$ cat config.mk
export PLATFORM = sky130hd
export DESIGN_NAME = outfmt_sel
export DESIGN_NICKNAME = d
export VERILOG_FILES = /design/src/rtl/outfmt_pkg.sv /design/src/rtl/outfmt_cfg_reg.sv /design/src/rtl/outfmt_resolve.sv /design/src/rtl/outfmt_code_conv.sv /design/src/rtl/outfmt_sel.sv
export SDC_FILE = /design/constraint.sdc
export NUM_CORES = 1
export LEC_CHECK = 0
export ABC_AREA = 1
export BUFFER_PORTS_ARGS = -buffer_cell sky130_fd_sc_hd__buf_2
export CORE_ASPECT_RATIO = 0.9
export CORE_UTILIZATION = 50
export CTS_BUF_LIST = sky130_fd_sc_hd__clkbuf_16
export CTS_CLUSTER_DIAMETER = 80
export CTS_CLUSTER_SIZE = 20
export DETAILED_ROUTE_END_ITERATION = 10
export GPL_TIMING_DRIVEN = 0
export MAX_ROUTING_LAYER = met4
export PLACE_DENSITY = 0.83
export SLEW_MARGIN = 20
export SYNTH_ARGS = -nofsm -noshare
export SYNTH_HDL_FRONTEND = slang
export SYNTH_SLANG_ARGS = --single-unit
$ cat constraint.sdc
create_clock -name clk -period 3.1 [get_ports clk]
set_input_delay 0.31 -clock clk [delete_from_list [all_inputs] [get_ports clk]]
set_output_delay 0.31 -clock clk [all_outputs]
set_load 0.005 [all_outputs]
$ cat src/rtl/outfmt_pkg.sv
package outfmt_pkg;

    localparam int REG_W    = 8;
    localparam int FIELD_W  = 3;
    localparam int FMT_LSB  = 0;
    localparam int DRV_LSB  = 5;
    localparam int PIN_W    = 2;

    typedef enum logic [1:0] {
        FMT_OFFS = 2'd0,
        FMT_TWOS = 2'd1,
        FMT_GRAY = 2'd2
    } fmt_e;

    typedef enum logic [1:0] {
        DRV_LVDS_LO = 2'd0,
        DRV_LVDS_HI = 2'd1,
        DRV_CMOS    = 2'd2
    } drv_e;

    typedef struct packed {
        logic [FIELD_W-1:0] drv_f;
        logic [FIELD_W-1:0] fmt_f;
    } cfg_t;

    typedef struct packed {
        logic lvds_en;
        logic drv_hi;
        logic cmos_en;
    } drv_sel_t;

    localparam logic [FIELD_W-1:0] F_A = 3'b001;
    localparam logic [FIELD_W-1:0] F_B = 3'b010;
    localparam logic [FIELD_W-1:0] F_C = 3'b100;

    function automatic fmt_e fmt_from_pin(input logic [PIN_W-1:0] pin);
        if (pin[1])      return FMT_GRAY;
        else if (pin[0]) return FMT_TWOS;
        else             return FMT_OFFS;
    endfunction

    function automatic drv_e drv_from_pin(input logic [PIN_W-1:0] pin);
        if (pin[1])      return DRV_CMOS;
        else if (pin[0]) return DRV_LVDS_HI;
        else             return DRV_LVDS_LO;
    endfunction

    function automatic fmt_e fmt_resolve(input logic [FIELD_W-1:0] f,
                                         input logic [PIN_W-1:0]   pin);
        case (f)
            F_A:     return FMT_TWOS;
            F_B:     return FMT_GRAY;
            F_C:     return FMT_OFFS;
            default: return fmt_from_pin(pin);
        endcase
    endfunction

    function automatic drv_e drv_resolve(input logic [FIELD_W-1:0] f,
                                         input logic [PIN_W-1:0]   pin);
        case (f)
            F_A:     return DRV_LVDS_LO;
            F_B:     return DRV_LVDS_HI;
            F_C:     return DRV_CMOS;
            default: return drv_from_pin(pin);
        endcase
    endfunction

    function automatic drv_sel_t drv_decode(input drv_e d);
        drv_sel_t s;
        s = '0;
        case (d)
            DRV_LVDS_LO: s.lvds_en = 1'b1;
            DRV_LVDS_HI: begin s.lvds_en = 1'b1; s.drv_hi = 1'b1; end
            default:     s.cmos_en = 1'b1;
        endcase
        return s;
    endfunction

endpackage

$ cat src/rtl/outfmt_cfg_reg.sv
module outfmt_cfg_reg
    import outfmt_pkg::*;
(
    input  logic             clk,
    input  logic             rst,
    input  logic             we,
    input  logic [REG_W-1:0] wdata,
    output cfg_t             cfg
);
    cfg_t cfg_q;

    // Soft reset deliberately not connected: register survives it.
    always_ff @(posedge clk) begin
        if (rst) begin
            cfg_q <= '0;
        end else if (we) begin
            cfg_q.fmt_f <= wdata[FMT_LSB +: FIELD_W];
            cfg_q.drv_f <= wdata[DRV_LSB +: FIELD_W];
        end
    end

    assign cfg = cfg_q;
endmodule

$ cat src/rtl/outfmt_resolve.sv
module outfmt_resolve
    import outfmt_pkg::*;
(
    input  cfg_t             cfg,
    input  logic [PIN_W-1:0] fmt_pin,
    input  logic [PIN_W-1:0] mode_pin,
    output fmt_e             fmt_eff,
    output drv_e             drv_eff
);
    always_comb begin
        fmt_eff = fmt_resolve(cfg.fmt_f, fmt_pin);
        drv_eff = drv_resolve(cfg.drv_f, mode_pin);
    end
endmodule

$ cat src/rtl/outfmt_code_conv.sv
module outfmt_code_conv
    import outfmt_pkg::*;
#(
    parameter int W = 10
) (
    input  fmt_e         fmt,
    input  logic [W-1:0] smp,
    output logic [W-1:0] code
);
    logic [W-1:0] gray_w;
    logic [W-1:0] twos_w;

    genvar i;
    generate
        for (i = 0; i < W - 1; i++) begin : g_gray
            assign gray_w[i] = smp[i] ^ smp[i+1];
        end
    endgenerate
    assign gray_w[W-1] = smp[W-1];

    assign twos_w = {~smp[W-1], smp[W-2:0]};

    always_comb begin
        case (fmt)
            FMT_TWOS: code = twos_w;
            FMT_GRAY: code = gray_w;
            default:  code = smp;
        endcase
    end
endmodule

$ cat src/rtl/outfmt_sel.sv
module outfmt_sel
    import outfmt_pkg::*;
#(
    parameter int W = 10
) (
    input  logic             clk,
    input  logic             rst,
    input  logic             soft_rst,
    input  logic             cfg_we,
    input  logic [REG_W-1:0] cfg_wdata,
    input  logic [PIN_W-1:0] fmt_pin,
    input  logic [PIN_W-1:0] mode_pin,
    input  logic [W-1:0]     smp_in,
    output logic [W-1:0]     data_out,
    output logic             lvds_en,
    output logic             drv_hi,
    output logic             cmos_en
);
    cfg_t         cfg;
    fmt_e         fmt_eff;
    drv_e         drv_eff;
    logic [W-1:0] coded;
    logic [W-1:0] data_q;
    drv_sel_t     drv_q;

    outfmt_cfg_reg u_cfg (
        .clk   (clk),
        .rst   (rst),
        .we    (cfg_we),
        .wdata (cfg_wdata),
        .cfg   (cfg)
    );

    outfmt_resolve u_res (
        .cfg      (cfg),
        .fmt_pin  (fmt_pin),
        .mode_pin (mode_pin),
        .fmt_eff  (fmt_eff),
        .drv_eff  (drv_eff)
    );

    outfmt_code_conv #(.W(W)) u_conv (
        .fmt  (fmt_eff),
        .smp  (smp_in),
        .code (coded)
    );

    always_ff @(posedge clk) begin
        if (rst) begin
            data_q <= '0;
            drv_q  <= '0;
        end else begin
            drv_q  <= drv_decode(drv_eff);
            data_q <= soft_rst ? '0 : coded;
        end
    end

    assign data_out = data_q;
    assign lvds_en  = drv_q.lvds_en;
    assign drv_hi   = drv_q.drv_hi;
    assign cmos_en  = drv_q.cmos_en;
endmodule

### After elaboration in Yosys (flattened, before gate mapping)

Index checks and enable logic that the tools add are counted.

* equal/unequal tests: 9
* mux-type cells: 10
* reduce and logical (&&, ||, !) cells: 3
* bitwise logic cells: 10

Operators by type and width (count)
* 10-bit one-hot mux with 2 select lines: 1
* 2-bit one-hot mux with 3 select lines: 2
* 1-bit XOR: 9
* 3-bit by 1-bit equality test with 1-bit output, second input constant: 2
* 3-bit by 2-bit equality test with 1-bit output, second input constant: 2
* 3-bit equality test, second input constant: 2
* 1-bit two-way mux: 5
* 2-bit by 1-bit equality test with 1-bit output, second input constant: 2
* 2-bit two-way mux: 2
* 2-bit OR reduction: 2
* 2-bit equality test, second input constant: 1
* 2-bit logical NOT: 1
* 1-bit NOT: 1

* bits in registers: 19

### Logic depth before layout (Yosys ltp)

* depth in word-level cells: 6
* gate-level depth with buffers: 13

### Cells and area by module

A second synthesis with hierarchy kept.

* cell total of the unflattened synthesis: 190
* area total of the unflattened synthesis: 1116.1 um^2

Modules (own cells, without submodules)
* outfmt_code_conv: area each 374.1 um^2, seq. area each 0.0 um^2, instances 1, cells an instance 83
* outfmt_sel: area each 372.9 um^2, seq. area each 260.2 um^2, instances 1, cells an instance 41
* outfmt_cfg_reg: area each 247.7 um^2, seq. area each 120.1 um^2, instances 1, cells an instance 38
* outfmt_resolve: area each 121.4 um^2, seq. area each 0.0 um^2, instances 1, cells an instance 28

### Worst setup path before layout

No wires, ideal clock.

* path kind: flip-flop to flip-flop
* start point: register u_cfg.cfg_q (netlist bit u_cfg.cfg[0])
* end point: register data_q[8] (netlist: data_out[8])
* path slack: 1.454 ns
* period minus slack after synthesis: 1.646 ns
* library setup time: 0.116 ns
* arrival: 1.531 ns
* stages on the path, launching flop included: 11
* data required time: 2.984 ns
* cell sequence: dfxtp_1 > nor3_2 > inv_1 > nand2_1 > inv_1 > o21ai_2 > inv_2 > ha_1 > nor2_4 > nand3_1 > and3_1

* longest elaborated chain between the ends: 4
* elaborated cells on any way between the ends: 7

Ends and longest elaborated chain
* from (decl): RTL line outfmt_cfg_reg.sv:10 `cfg_t cfg_q;`
* 3-bit equality test (tied with other cells)
* 2-bit one-hot mux with 3 select lines *: RTL line outfmt_pkg.sv:50 `case (f)`
* 2-bit equality test or 2-bit by 1-bit equality test with 1-bit output (tied branches): RTL line outfmt_code_conv.sv:24 `case (fmt)`
* 10-bit one-hot mux with 2 select lines *: RTL line outfmt_code_conv.sv:24
* to (signal assigned): RTL line outfmt_sel.sv:54 `data_q <= soft_rst ? '0 : coded;`
* to (decl): RTL line outfmt_sel.sv:23 `logic [W-1:0] data_q;`

Mark *: on every way between the ends. The rest lies on a longest branch, timed or not.
A chain may end at the register's enable or synchronous reset.

### Worst setup path in the final report

Ends and elaborated chain as after synthesis.

==> run metrics <==
status=completed; Final Slew Violations=0; Lkg Pwr=~0.67 nW; Core Rows=14; register area share after synthesis=40.21%; period utilisation layout=a little under three fifths; Int Pwr=0.4893 mW; total grt overflow=0; most frequent cell on the critical path=inv_1; Worst EP required=3.24 ns; total track usage=21.70%; Worst VDD drop=0.0005920 V; Netlist Area Pre-Place=about 950 um2; wire per inst=9.411 um; P&R area growth vs syn=30.69%; share of cells above drive strength 1=a little under a third; cells taking the most area after synthesis=dfxtp_1 (40%), nor2_1 (9.5%), inv_1 (8.7%), a21oi_1 (8.5%), o21ai_0 (8.5%); CP bufs+invs=3; clock slew at reported path FFs=0.05 ns; detailed placement HPWL=around 1.5 mm; crit path DAT=about 1.9 ns; Stages on worst setup path=10; Setup Fix Bufs, Post-CTS=0; CTS max path bufs=2; minimum period implied by the final worst setup slack=1.766 ns; MaxCap Viol Count=0; crit path max-delay cell type=ha_1; CP delay by family, top=simple AND/OR/NAND/NOR gates; CORE AREA=0.001717 mm2; mean post-synth cell area=7.112 um2; num ports=39; Synth cell types=19; Post-Synth Adder-Cell Area=under 10%; post-CTS resize count=0; Crit Reg-Reg Endpoint=data_out[8]; initial antenna violation count=0; Vias/cell=4.766; wl on met1=784 um; Clock power frac=38.9%; die area=0.002070 mm2; crit-path cells=nor3_2 -> inv_1 -> nand2_1 -> inv_1 -> o21ai_2 -> inv_2 -> ha_1 -> nor2_4 -> nand3_1 -> and3_1; Mapped Nets=162; placement-stage cell area=0.001156 mm2; worst r2r src=u_cfg.cfg[0]; wire length of the first global-routing pass=between 3 and 4 mm; Detail Route met3 WL=91 um; Hold WC Path Type=primary input to flip-flop; CP Class=flip-flop to flip-flop; most frequent cells in the layout=buf_2 (37), nor2_1 (24), inv_1 (22); Worst Hold Depth=2; worst-skew pair later-pin latency=between 0.2 and 0.3 ns; CP max FO=8; Layout Nets=slightly above 200; multiplexer share of the synthesized area=0%; startpoint types=flip-flop; commonest non-fill, non-tap cell in the layout=buf_2; Design Area, Final=0.001236 mm2; Hold Crit Endpoint=lvds_en; CP Launch Point=u_cfg.cfg[0]; Switch Pwr=0.1739 mW; vias in the first global route=807; # H-tree levels=1; Final Skew=0.002728 ns; # DRC=0; CTS tree=built; RSZ-0062 raised after global routing=false; Die Wd=47.85 um; met2 WL=968 um; remaining antenna violation count after routing=0; via count=939; hold_buf cts=0; area share of the largest cell type after synthesis=about 40%; first-pass detailed-route iteration total=4; Worst slew margin=between 80% and 90%; worst-margin pin slew=0.2420 ns; largest net degree at the start of global routing=12; Seq pwr share=40.4%; Synth area leader=dfxtp_1; ANT cells=0; Synth warnings=0; number of buffers created by CTS=3; CTS root buf=clkbuf_16; Hold Fails Final Rpt=0; xor and xnor area share after synthesis=0%; Worst setup EP type=flip-flop; Comb power frac=20.7%; main combinational cell family by area after synthesis=simple AND/OR/NAND/NOR gates; pwr dens=536.5 mW/mm2; max incr delay on CP=about 0.37 ns; Worst Min Path Start=rst; Port-buffer cells=36; drt total wl=1.854 mm; worst reg2reg path depth=10; final setup fails=0; Switching Share=a little over a quarter; DIE HEIGHT=between 40 and 50 um; Final GP Congestion=0.7194; initial drt markers=25; DR top layer=met4; starting density of the core=55.10%; Yosys reg bits=19; reg-to-reg slack, setup=1.33 ns; Final TNS setup=0 ns; Synth Instances=133; f_max=0.5662 GHz; simple-gate share of the synthesized area=23.54%; clk sinks=19; complex-gate fraction of the synthesized area=around 21%
power by group through the flow:
stage / logic (mW) / registers (mW) / clock network, mW
2_1_floorplan: 0.0891 / 0.274 / 0
3_3_place_gp: 0.132 / 0.272 / 0
3_5_place_dp: 0.137 / 0.273 / 0
4_1_cts: 0.138 / 0.268 / 0.264
5_1_grt: 0.159 / 0.270 / 0.271
6_report: 0.137 / 0.268 / 0.258
cells in the mapped netlist:
master and number:
nand3_1 7, o21ai_1 1, nor2_1 24, a31oi_2 1, nand2_4 1, inv_2 4
nand3_2 1, inv_1 22, o21ai_2 2, and3_1 1, ha_1 3, nand2_1 10
a21oi_1 16, o21ai_0 16, nor2_4 2, buf_2 1, dfxtp_1 19, o31ai_1 1
nor3_2 1
worst register-to-register path, delay by kind of cell (launching register included):
kind | cells | cell delay (ns)
compound gates | 1 | 0.07
fa+ha+maj | 1 | 0.37
flops | 1 | 0.33
buf+inv | 3 | 0.16
simple gates | 5 | 0.75
sequential cells by signal, indices dropped and copies added, names as in the netlist:
name and flops:
data_out 10, lvds_en 1, u_cfg.cfg 6, drv_hi 1
cmos_en 1
layer usage:
metal | global-route usage (%) | vias up
met2 | 38.11 | 30
li1 | - | 507
met4 | 3.333 | 0
met1 | 23.62 | 400
met3 | 6.809 | 2
met5 | - | -
stage by stage:
stage / setup slack [ns] / total power [mW] / hold slack (ns) / util, % / instances
2_1_floorplan: 1.454 / 0.3635 / 0.3791 / - / 133
4_1_cts: 1.326 / 0.6692 / 0.2864 / 72.01 / 197
3_3_place_gp: 1.365 / 0.4040 / 0.4864 / 67.35 / 193
6_report: 1.334 / 0.6632 / 0.2895 / 72.01 / 197
5_1_grt: 1.157 / 0.7005 / 0.2983 / 72.01 / 197
3_5_place_dp: 1.337 / 0.4099 / 0.4982 / 67.35 / 193
logic make-up after synthesis:
| logic type | Yosys count |
|---|---|
| DFF | 19 |
| adders and majority gates | 3 |
| AOI/OAI and AO/OA | 37 |
| and+or+nand+nor | 47 |
| buffers and inverters | 27 |
worst max-delay path by stage:
stage | end | slack, ns
after floorplan | data_out[8] | 1.45
after detailed placement | data_out[8] | 1.34
after global placement | data_out[8] | 1.36
after CTS | data_out[8] | 1.33
after global routing | data_out[7] | 1.16
final | data_out[8] | 1.33
layout make-up:
class / count / area (um2)
tap: 24 / 30.03
fill: 153 / 480.5
clock buffer: 3 / 75.07
inverter: 26 / 97.59
buffer: 1 / 5.005
multi-input combinational: 87 / 462.9
sequential: 19 / 380.4
clock inverter: 1 / 5.005
timing repair buffer: 36 / 180.2
No activity file was read; power rests on OpenSTA's default activity.
